$ cat src/rtl/console_mmio_pkg.sv
package console_mmio_pkg;
  localparam int unsigned CHAR_W = 8;

  typedef enum logic [1:0] {
    SLOT_RX_STAT = 2'd0,
    SLOT_RX_DATA = 2'd1,
    SLOT_TX_STAT = 2'd2,
    SLOT_TX_DATA = 2'd3
  } slot_e;
endpackage

$ cat src/rtl/console_addr_dec.sv
module console_addr_dec
  import console_mmio_pkg::*;
#(
  parameter int unsigned          ADDR_W    = 32,
  parameter logic [ADDR_W-1:0]    BASE      = 32'hFFFF_0000,
  parameter int unsigned          SPAN_LOG2 = 16
) (
  input  logic [ADDR_W-1:0] addr_i,
  output logic              hit_o,
  output slot_e             slot_o
);
  localparam int unsigned SLOT_LSB = 2;
  localparam int unsigned SLOT_MSB = 3;

  logic in_window;
  logic in_slots;
  logic unused_lo;

  assign in_window = (addr_i[ADDR_W-1:SPAN_LOG2] == BASE[ADDR_W-1:SPAN_LOG2]);
  assign in_slots  = (addr_i[SPAN_LOG2-1:SLOT_MSB+1] == '0);
  assign hit_o     = in_window && in_slots;
  assign slot_o    = slot_e'(addr_i[SLOT_MSB:SLOT_LSB]);
  assign unused_lo = ^addr_i[SLOT_LSB-1:0];
endmodule

$ cat src/rtl/console_rx_chan.sv
module console_rx_chan #(
  parameter int unsigned CHAR_W = 8
) (
  input  logic              clk_i,
  input  logic              rst_ni,
  input  logic              push_i,
  input  logic [CHAR_W-1:0] push_data_i,
  input  logic              pop_i,
  output logic              rdy_o,
  output logic              ovr_o,
  output logic [CHAR_W-1:0] data_o
);
  logic              rdy_q, ovr_q;
  logic [CHAR_W-1:0] data_q;

  always_ff @(posedge clk_i or negedge rst_ni) begin
    if (!rst_ni) begin
      rdy_q  <= 1'b0;
      ovr_q  <= 1'b0;
      data_q <= '0;
    end else if (push_i) begin
      data_q <= push_data_i;
      rdy_q  <= 1'b1;
      // a pop in the same cycle consumed the old byte: no loss
      ovr_q  <= (rdy_q | ovr_q) & ~pop_i;
    end else if (pop_i) begin
      rdy_q  <= 1'b0;
      ovr_q  <= 1'b0;
    end
  end

  assign rdy_o  = rdy_q;
  assign ovr_o  = ovr_q;
  assign data_o = data_q;
endmodule

$ cat src/rtl/console_tx_chan.sv
module console_tx_chan #(
  parameter int unsigned CHAR_W = 8
) (
  input  logic              clk_i,
  input  logic              rst_ni,
  input  logic              store_i,
  input  logic [CHAR_W-1:0] store_data_i,
  input  logic              dev_ready_i,
  output logic              rdy_o,
  output logic              strobe_o,
  output logic [CHAR_W-1:0] data_o
);
  logic              rdy_q, strobe_q;
  logic [CHAR_W-1:0] data_q;
  logic              accept;

  assign accept = store_i & rdy_q;

  always_ff @(posedge clk_i or negedge rst_ni) begin
    if (!rst_ni) begin
      rdy_q    <= 1'b0;
      strobe_q <= 1'b0;
      data_q   <= '0;
    end else begin
      rdy_q    <= accept ? 1'b0 : (rdy_q | dev_ready_i);
      strobe_q <= accept;
      if (accept) data_q <= store_data_i;
    end
  end

  assign rdy_o    = rdy_q;
  assign strobe_o = strobe_q;
  assign data_o   = data_q;
endmodule

$ cat src/rtl/console_mmio.sv
module console_mmio
  import console_mmio_pkg::*;
#(
  parameter int unsigned       ADDR_W    = 32,
  parameter int unsigned       DATA_W    = 32,
  parameter logic [ADDR_W-1:0] BASE      = 32'hFFFF_0000,
  parameter int unsigned       SPAN_LOG2 = 16
) (
  input  logic              clk_i,
  input  logic              rst_ni,
  input  logic              bus_req_i,
  input  logic              bus_we_i,
  input  logic [ADDR_W-1:0] bus_addr_i,
  input  logic [DATA_W-1:0] bus_wdata_i,
  output logic [DATA_W-1:0] bus_rdata_o,
  input  logic              kb_valid_i,
  input  logic [CHAR_W-1:0] kb_data_i,
  input  logic              disp_ready_i,
  output logic              disp_valid_o,
  output logic [CHAR_W-1:0] disp_data_o
);
  logic              hit;
  slot_e             slot;
  logic              rd_acc, wr_acc;
  logic              in_rdy, in_ovr, out_rdy;
  logic [CHAR_W-1:0] in_data;
  logic              unused_wdata;

  console_addr_dec #(
    .ADDR_W   (ADDR_W),
    .BASE     (BASE),
    .SPAN_LOG2(SPAN_LOG2)
  ) u_dec (
    .addr_i(bus_addr_i),
    .hit_o (hit),
    .slot_o(slot)
  );

  assign rd_acc       = bus_req_i & ~bus_we_i & hit;
  assign wr_acc       = bus_req_i &  bus_we_i & hit;
  assign unused_wdata = ^bus_wdata_i[DATA_W-1:CHAR_W];

  console_rx_chan #(.CHAR_W(CHAR_W)) u_rx (
    .clk_i      (clk_i),
    .rst_ni     (rst_ni),
    .push_i     (kb_valid_i),
    .push_data_i(kb_data_i),
    .pop_i      (rd_acc && slot == SLOT_RX_DATA),
    .rdy_o      (in_rdy),
    .ovr_o      (in_ovr),
    .data_o     (in_data)
  );

  console_tx_chan #(.CHAR_W(CHAR_W)) u_tx (
    .clk_i       (clk_i),
    .rst_ni      (rst_ni),
    .store_i     (wr_acc && slot == SLOT_TX_DATA),
    .store_data_i(bus_wdata_i[CHAR_W-1:0]),
    .dev_ready_i (disp_ready_i),
    .rdy_o       (out_rdy),
    .strobe_o    (disp_valid_o),
    .data_o      (disp_data_o)
  );

  always_comb begin
    bus_rdata_o = '0;
    if (rd_acc) begin
      unique case (slot)
        SLOT_RX_STAT: bus_rdata_o[1:0]        = {in_ovr, in_rdy};
        SLOT_RX_DATA: bus_rdata_o[CHAR_W-1:0] = in_data;
        SLOT_TX_STAT: bus_rdata_o[0]          = out_rdy;
        SLOT_TX_DATA: bus_rdata_o[CHAR_W-1:0] = disp_data_o;
        default:      bus_rdata_o             = '0;
      endcase
    end
  end
endmodule

$ cat config.mk
export PLATFORM = sky130hd
export DESIGN_NAME = console_mmio
export DESIGN_NICKNAME = d
export VERILOG_FILES = /design/src/rtl/console_mmio_pkg.sv /design/src/rtl/console_addr_dec.sv /design/src/rtl/console_rx_chan.sv /design/src/rtl/console_tx_chan.sv /design/src/rtl/console_mmio.sv
export SDC_FILE = /design/constraint.sdc
export NUM_CORES = 1
export LEC_CHECK = 0
export BUFFER_PORTS_ARGS = -buffer_cell sky130_fd_sc_hd__buf_4
export CAP_MARGIN = 5
export CORE_MARGIN = 2
export CORE_UTILIZATION = 30
export DETAILED_ROUTE_END_ITERATION = 6
export PLACE_DENSITY_LB_ADDON = 0.08
export SYNTH_ARGS = -nofsm -noshare
export SYNTH_HDL_FRONTEND = slang
export SYNTH_SLANG_ARGS = --single-unit
$ cat constraint.sdc
create_clock -name clk_i -period 1.45 [get_ports clk_i]
set_input_delay 0.0725 -clock clk_i [delete_from_list [all_inputs] [get_ports clk_i]]
set_output_delay 0.0725 -clock clk_i [all_outputs]
set_load 0.03 [all_outputs]
==> results of run 1 <==
[timing repair]
item | CTS | global route
buffers inserted | 3 | 1
hold buffers | 1 | 0
pin swaps | 3 | 8
setup endpoints to repair | 8 | 8
endpoints found under the hold margin | 20 | 0
gates resized for setup | 10 | 15
cloned | 0 | 0
[sequential cells by signal (all words and copies together) (netlist names)]
register       flops
u_tx.data_o        8
u_rx.ovr_o         1
u_tx.rdy_o         1
u_rx.rdy_o         1
u_tx.strobe_o      1
u_rx.data_o        8
[cell families after synthesis]
| group | Yosys count | share of synthesized area, % |
|---|---|---|
| AOI/OAI and AO/OA | 10 | 7.08 |
| buffers and inverters | 30 | 17.4 |
| DFF | 20 | 41.6 |
| muxes | 18 | 17.7 |
| other | 1 | 0.312 |
| and+or+nand+nor | 19 | 15.9 |
[layout make-up]
cell class | instances | area share [%]
inverters | 2 | 0.400
multi-input cells | 71 | 33.5
clock buffers | 4 | 2.94
well taps | 50 | 3.34
flip-flops and latches | 20 | 26.7
repair buffers | 76 | 33.2
[Yosys cell counts, types with 2 or more instances]
library cell / number
a32o_1: 6
and2_1: 3
and3_1: 2
buf_2: 2
buf_4: 25
dfrtp_1: 20
inv_1: 2
mux2_2: 16
nand4_1: 2
nand4b_4: 2
nor4_1: 2
nor4bb_1: 2
[per-stage QoR]
stage                     setup TNS (ps)  utilization (%)  power, mW
after floorplan                        0                -      0.781
after global placement              -501             43.0      0.863
after detailed placement           -1170             43.0      0.866
after CTS                          -45.3             46.2       1.30
after global routing                -269             47.9       1.37
final                              -25.4             47.9       1.30
[per-layer routing]
layer	vias to the layer above	share of wire, %	routed length, um	global-route usage, %
met5	-	0	0	0
met1	468	40	1200	16.6
met2	65	46	1370	22.5
li1	459	-	-	-
met3	0	14	425	5.00
met4	0	0	0	1.53
[worst paths after layout]
check | startpoint | to | slack (ps) | depth (start not counted)
worst max-delay path | u_tx.data_o[0] | bus_rdata_o[0] | -30 | 3
worst min-delay path | disp_ready_i | u_tx.rdy_o | 20 | 2
worst max register to register | u_tx.rdy_o | u_tx.data_o[0] | 180 | 3
worst min register to register | u_rx.ovr_o | u_rx.ovr_o | 500 | 2
max in group asynchronous | rst_ni | u_tx.rdy_o | 1020 | 2
min in group asynchronous | rst_ni | u_tx.data_o[2] | 220 | 2
[where the power goes]
group          internal, mW  total (mW)  switching [mW]
combinational         0.132       0.278           0.146
clock                 0.242       0.426           0.185
sequential            0.580       0.592          0.0120
total                 0.954        1.30           0.342
==> results.ini, run 1 <==
[yosys]
synth_cells = 98
synthFlopType = dfrtp_1
seq_area_frac_synth_pct = 41.6
ys_async_sr_fraction_pct = 100
synth_area_per_cell_um2 = 12.3
synth_area_leaders = dfrtp_1, buf_4, mux2_2
synth-edff-count = 0
synth_top_area_share_pct = 41.6
ys_types = 26
synth_area_um2 = 1200
synth_area_leader_cell = dfrtp_1
ys_ff_latch = 20
yosys_warnings = 0

[critical_path]
cp-end-kind = output pin
critPathMaxStageDelay_ps = 470
critPathTopFamily = multiplexers
critPathBufInv = 1
path_cells = mux4_2 > and2_4 > buf_6
critical_path_required_ps = 1380
critPathMaxFanout = 2
cp-start-kind = register
crit_slowest_cell = mux4_2
crit_type = register to output pin
critical_path_arrival_ps = 1400

[timing]
finalWorstSetupSlack_ps = -25.4
fmax_mhz = 678
holdWs_ps = 23.6
rsz0062_at_grt = true
finalCriticalPeriod_ps = 1480
hold_violations = 0
fin_crit_sh_pct = 102
drv_slew = 0
setup_violations = 1
clock_skew_ps = 2.80

[placement]
pre_cts_slack_ps = -131
place.gp.congestion = 0.719
port_buffers = 68
hpwl_um = 2360
dp.cells = 214
placed_cell_area_um2 = 1680

[detailed_routing]
drtIter0Drc = 23
routed_wl_um = 2990
vias = 992
dr.pass1.iters = 2
wl_per_cell_um = 13.4
viasPerCell = 4.45
drcViolationCount = 0
ant_nets = 0

[cts]
clk_pin_slew_ps = 70
numCtsBuffers = 3
h-tree-depth = 1
cts.path.max_buffers = 2
numClockSinks = 20
root_buffer = clkbuf_8
cts_tree = built
clk_latency_ps = 260

[floorplanning]
start_util_pct = 30.7
die_w_um = 67.3
fp.dieH_um = 67.3
die-area_um2 = 4530
fp.coreArea_um2 = 3910
io_pins = 119
placementRows = 23

[outcome]
status = complete, but fails checks
violations = negative setup slack

[finish]
diodes = 0
final_area_um2 = 1880
stdcell_count = 223
layout.nets = 252
mostFrequentLayoutCell = buf_4
layout-drive-gt1-share_pct = 63.6
fillers = 381
multi_input_area_um2 = 628
layout_common_cells = buf_4, conb_1, dfrtp_1, mux2_2, buf_6
synthToLayoutAreaGrowth_pct = 56.0
seq_area_um2 = 500

[worst_hold_path]
min_path_type = primary input to register

[global_routing]
grt_pass1_wl_um = 4480
grt_start_max_net_pins = 21
grt_pass1_vias = 988
antenna_found_initial = 0
track_usage_pct = 13.3
globalRouteOverflowTotal = 0

[pwr]
vdd_drop_max_mv = 0.769
power.density_nw_per_um2 = 691
leakage_nw = 1.01

[flow_run]
maxCapViolations = 0

Note: power is estimated with default switching activity, not from simulation.
==> inputs of run 2 (changes only) <==
--- a/config.mk
+++ b/config.mk
@@ -7,8 +7,9 @@
 export LEC_CHECK = 0
 export BUFFER_PORTS_ARGS = -buffer_cell sky130_fd_sc_hd__buf_4
 export CAP_MARGIN = 5
+export CORE_ASPECT_RATIO = 0.8
 export CORE_MARGIN = 2
-export CORE_UTILIZATION = 30
+export CORE_UTILIZATION = 36
 export DETAILED_ROUTE_END_ITERATION = 6
 export PLACE_DENSITY_LB_ADDON = 0.08
 export SYNTH_ARGS = -nofsm -noshare
==> results.ini, run 2 (same netlist as run 1, synthesis figures left out) <==
[finish]
fillers = 282  ; was 381
layout_common_cells = buf_4, conb_1, dfrtp_1, mux2_2, buf_6  ; unchanged
post-route-util_pct = 57.5  ; was 47.9%
mostFrequentLayoutCell = buf_4  ; unchanged
layout.nets = 249  ; was 252
synthToLayoutAreaGrowth_pct = 49.7  ; was 56.0%
multi_input_area_um2 = 606  ; was 628 um^2
layout-drive-gt1-share_pct = 60.9  ; was 63.6%
seq_area_um2 = 500  ; unchanged
diodes = 0  ; unchanged

[global_routing]
antenna_found_initial = 0  ; unchanged
track_usage_pct = 14.6  ; was 13.3%
grt_pass1_wl_um = 4250  ; was 4480 um
grt_pass1_vias = 926  ; was 988
globalRouteOverflowTotal = 0  ; unchanged
grt_start_max_net_pins = 21  ; unchanged

[cts]
root_buffer = clkbuf_8  ; unchanged
numClockSinks = 20  ; unchanged
cts.path.max_buffers = 2  ; unchanged
h-tree-depth = 1  ; unchanged
clk_pin_slew_ps = 60  ; was 70 ps
cts_tree = built  ; unchanged
numCtsBuffers = 3  ; unchanged
clk_latency_ps = 250  ; was 260 ps

[outcome]
violations = negative setup slack  ; unchanged
status = complete, but fails checks  ; unchanged

[timing]
setup_violations = 1  ; unchanged
holdWs_ps = 27.3  ; was 23.6 ps
drv_slew = 0  ; unchanged
finalWorstSetupSlack_ps = -6.28  ; was -25.4 ps
hold_violations = 0  ; unchanged
rsz0062_at_grt = true  ; unchanged
fmax_mhz = 687  ; was 678 MHz
clock_skew_ps = 0.629  ; was 2.80 ps
finalSetupTns_ps = -6.28  ; was -25.4 ps
fin_crit_sh_pct = 100  ; was 102%
finalCriticalPeriod_ps = 1460  ; was 1480 ps

[floorplanning]
fp.coreArea_um2 = 3130  ; was 3910 um^2
fp.dieH_um = 55.7  ; was 67.3 um
start_util_pct = 38.4  ; was 30.7%
die-area_um2 = 3820  ; was 4530 um^2
io_pins = 119  ; unchanged
placementRows = 18  ; was 23
die_w_um = 68.6  ; was 67.3 um

[critical_path]
critPathMaxStageDelay_ps = 470  ; about the same
critPathTopFamily = multiplexers  ; unchanged
critPathBufInv = 1  ; unchanged
critical_path_required_ps = 1380  ; about the same
critical_path_arrival_ps = 1380  ; was 1400 ps
cp-start-kind = register  ; unchanged
critPathMaxFanout = 2  ; unchanged
path_cells = mux4_2 > and2_4 > buf_6  ; unchanged
crit_slowest_cell = mux4_2  ; unchanged
crit_type = register to output pin  ; unchanged
cp-end-kind = output pin  ; unchanged

[detailed_routing]
wl_per_cell_um = 12.6  ; was 13.4 um
viasPerCell = 4.63  ; was 4.45
ant_nets = 0  ; unchanged
routed_wl_um = 2640  ; was 2990 um
vias = 967  ; was 992
drtIter0Drc = 27  ; was 23
drcViolationCount = 0  ; unchanged
dr.pass1.iters = 4  ; was 2

[pwr]
leakage_nw = 0.971  ; was 1.01 nW
vdd_drop_max_mv = 0.435  ; was 0.769 mV
power.density_nw_per_um2 = 672  ; was 691 nW/um^2

[placement]
place.gp.congestion = 0.763  ; was 0.719
port_buffers = 68  ; unchanged
hpwl_um = 2140  ; was 2360 um

[worst_hold_path]
min_path_type = primary input to register  ; unchanged

[flow_run]
maxCapViolations = 0  ; unchanged

-- run 2: final timing paths --
kind / from / end / slack (ps) / cells past startpoint
worst max-delay path: u_tx.data_o[0] / bus_rdata_o[0] / -6 / 3
worst min-delay path: disp_ready_i / u_tx.rdy_o / 30 / 2
worst max register to register: u_tx.rdy_o / u_tx.data_o[5] / 100 / 4
worst min register to register: u_rx.data_o[0] / u_rx.data_o[0] / 510 / 1
max in group asynchronous: rst_ni / u_tx.strobe_o / 1010 / 2
min in group asynchronous: rst_ni / u_rx.data_o[3] / 230 / 2
-- run 2: metrics by stage --
stage | setup slack [ps] | instance area, um^2 | power (mW) | instances
6_report | -6.28 | 1800 | 1.21 | 209
5_1_grt | -50.4 | 1800 | 1.28 | 209
4_1_cts | -17.7 | 1740 | 1.22 | 209
3_5_place_dp | -48.5 | 1660 | 0.862 | 203
3_3_place_gp | -43.1 | 1660 | 0.858 | 203
2_1_floorplan | 105 | 1290 | 0.781 | 121
-- run 2: worst register-to-register path, cell delays in order (launching register included) --
cell	delay, ps
dfrtp_1	380
buf_4	140
and3_1	200
nand4_4	170
mux2_2	360
-- run 2: final cells by class --
type / instances / share of cell area [%]
Clock buffer: 3 / 2.29
Timing Repair Buffer: 73 / 33.1
Sequential cell: 20 / 27.8
Inverter: 2 / 0.417
Multi-Input combinational cell: 71 / 33.6
Tap cell: 40 / 2.78
-- run 2: layer usage --
layer  global-route usage [%]  vias to the layer above  part of all wire [%]
met5                        0                        -                     0
met4                     2.57                        0                  0.34
met3                     4.66                        2                   7.2
met2                     25.3                       41                    51
met1                     17.6                      473                    41
li1                         -                      451                     -
-- run 2: where the power goes --
| group | total (mW) | internal (mW) | switching (mW) |
|---|---|---|---|
| combinational | 0.268 | 0.128 | 0.139 |
| clock | 0.349 | 0.185 | 0.164 |
| sequential | 0.594 | 0.580 | 0.0134 |
| total | 1.21 | 0.893 | 0.317 |
-- run 2: repair_timing --
action                                  4_1_cts  5_1_grt
gates resized for setup                       4       16
endpoints found under the setup margin        8        8
pin swaps                                     1       11
setup buffers                                 2        0
hold buffers                                  1        0
hold endpoints to repair                     20        0
==> inputs of run 3 (changes only) <==
--- a/config.mk
+++ b/config.mk
@@ -11,7 +11,7 @@
 export CORE_MARGIN = 2
 export CORE_UTILIZATION = 36
 export DETAILED_ROUTE_END_ITERATION = 6
-export PLACE_DENSITY_LB_ADDON = 0.08
+export PLACE_DENSITY = 0.81
 export SYNTH_ARGS = -nofsm -noshare
 export SYNTH_HDL_FRONTEND = slang
 export SYNTH_SLANG_ARGS = --single-unit
==> results.ini, run 3 (same netlist as run 1, synthesis figures left out) <==
[outcome]
status = complete, but fails checks  ; unchanged
violations = negative setup slack  ; unchanged

[global_routing]
track_usage_pct = 16.4  ; was 14.6%
grt_pass1_vias = 1035  ; was 926
antenna_found_initial = 0  ; unchanged
globalRouteOverflowTotal = 0  ; unchanged
grt_pass1_wl_um = 4790  ; was 4250 um
grt_start_max_net_pins = 21  ; unchanged

[cts]
h-tree-depth = 1  ; unchanged
numClockSinks = 20  ; unchanged
cts_tree = built  ; unchanged
clk_latency_ps = 260  ; was 250 ps
numCtsBuffers = 3  ; unchanged
cts.path.max_buffers = 2  ; unchanged
root_buffer = clkbuf_8  ; unchanged
clk_pin_slew_ps = 70  ; was 60 ps

[finish]
layout.nets = 253  ; was 249
synthToLayoutAreaGrowth_pct = 52.0  ; was 49.7%
mostFrequentLayoutCell = buf_4  ; unchanged
stdcell_count = 214  ; was 209
layout_common_cells = buf_4, conb_1, dfrtp_1, mux2_2, buf_6  ; unchanged
diodes = 0  ; unchanged
final_area_um2 = 1830  ; was 1800 um^2
layout-drive-gt1-share_pct = 60.9  ; about the same
post-route-util_pct = 58.4  ; was 57.5%

[critical_path]
critical_path_arrival_ps = 1390  ; was 1380 ps
crit_slowest_cell = mux4_2  ; unchanged
rrSetupSlack_ps = 80  ; was 100 ps
cp-start-kind = register  ; unchanged
crit_type = register to output pin  ; unchanged
reg2reg_from = u_tx.rdy_o  ; unchanged
path_cells = mux4_2 > and2_4 > buf_6  ; unchanged
timing.rr.end = u_tx.data_o[2]  ; was u_tx.data_o[5]
cp-end-kind = output pin  ; unchanged
critical_path_required_ps = 1380  ; about the same
critPathMaxFanout = 3  ; was 2
critPathMaxStageDelay_ps = 450  ; was 470 ps
r2r_cells = 4  ; unchanged

[worst_hold_path]
holdPathStages = 2  ; unchanged
min_from = disp_ready_i  ; unchanged
hold_path_end = u_tx.rdy_o  ; unchanged
min_path_type = primary input to register  ; unchanged

[timing]
setup_violations = 4  ; was 1
fmax_mhz = 682  ; was 687 MHz
fin_crit_sh_pct = 101  ; was 100%
finalCriticalPeriod_ps = 1470  ; was 1460 ps
rsz0062_at_grt = true  ; unchanged
finalSetupTns_ps = -19.0  ; was -6.28 ps
clock_skew_ps = 1.26  ; was 0.629 ps
drv_slew = 0  ; unchanged
finalWorstSetupSlack_ps = -15.7  ; was -6.28 ps
hold_violations = 0  ; unchanged

[pwr]
vdd_drop_max_mv = 0.581  ; was 0.435 mV
power.total_mw = 1.41  ; was 1.21 mW
leakage_nw = 0.988  ; was 0.971 nW
power.density_nw_per_um2 = 772  ; was 672 nW/um^2

[placement]
place.gp.congestion = 0.721  ; was 0.763
placed_cell_area_um2 = 1680  ; was 1660 um^2
port_buffers = 68  ; unchanged
hpwl_um = 2400  ; was 2140 um
dp.cells = 205  ; was 203

[floorplanning]
io_pins = 119  ; unchanged
die-area_um2 = 3820  ; unchanged
die_w_um = 68.6  ; unchanged
placementRows = 18  ; unchanged
start_util_pct = 38.4  ; unchanged
fp.dieH_um = 55.7  ; unchanged
fp.coreArea_um2 = 3130  ; unchanged

[detailed_routing]
drcViolationCount = 0  ; unchanged
vias = 1011  ; was 967
wl_per_cell_um = 13.8  ; was 12.6 um
drtIter0Drc = 10  ; was 27
dr.pass1.iters = 4  ; unchanged
ant_nets = 0  ; unchanged
viasPerCell = 4.72  ; was 4.63
routed_wl_um = 2960  ; was 2640 um

[flow_run]
maxCapViolations = 0  ; unchanged

==> run 3: cell types whose count changed in the layout (fill, tap and decap cells not counted), sizes merged <==
cell	delta
bufinv	+1
buf	+4
==> run 3: layout make-up <==
class	instances	area [um^2]
Clock buffer	3	41.3
Clock inverter	1	30.0
Fill cell	270	1300
Inverter	2	7.51
Multi-Input combinational cell	71	596
Sequential cell	20	500
Tap cell	40	50.0
Timing Repair Buffer	77	603
==> run 3: how the worst max path moves through the flow <==
stage                   startpoint             end  slack [ps]
floorplan           bus_addr_i[14]  bus_rdata_o[2]         100
global placement    bus_addr_i[14]  u_tx.data_o[7]          -3
detailed placement  bus_addr_i[14]  u_tx.data_o[2]         -60
CTS                     u_rx.rdy_o  bus_rdata_o[0]         -20
global route        bus_addr_i[14]  bus_rdata_o[6]         -80
finish                  u_rx.rdy_o  bus_rdata_o[0]         -20
==> run 3: power breakdown <==
part	switching, mW	total, mW	internal, mW	leakage (nW)
Sequential	0.0109	0.591	0.580	0.246
Combinational	0.143	0.269	0.126	0.707
Clock	0.182	0.551	0.368	0.0357
==> run 3: worst max-delay path, delay by kind of cell (launching register included) <==
family	cells	cell delay [ps]
flops	1	410
mux	1	450
simple gates	1	150
buf+inv	1	130
==> run 3: per-layer routing <==
layer | share of wire, % | global-route usage, % | vias to the layer above
met2 | 52 | 28.3 | 68
met1 | 36 | 19.3 | 481
met5 | 0 | 0 | -
li1 | - | - | 462
met3 | 11 | 6.28 | 0
met4 | 0 | 2.57 | 0
==> run 3: per-stage QoR <==
step	hold WS, ps	worst slack (ps)
floorplan	-223	105
global placement	-43.3	-3.00
detailed placement	-37.2	-57.8
CTS	9.42	-20.7
global route	18.8	-76.4
finish	16.1	-15.7
==> run 3: repair_timing <==
action,CTS,global route
pin swaps,3,2
buffers inserted,3,1
endpoints found under the hold margin,20,0
resized for setup,7,3
hold buffers,1,0
setup endpoints to repair,7,8
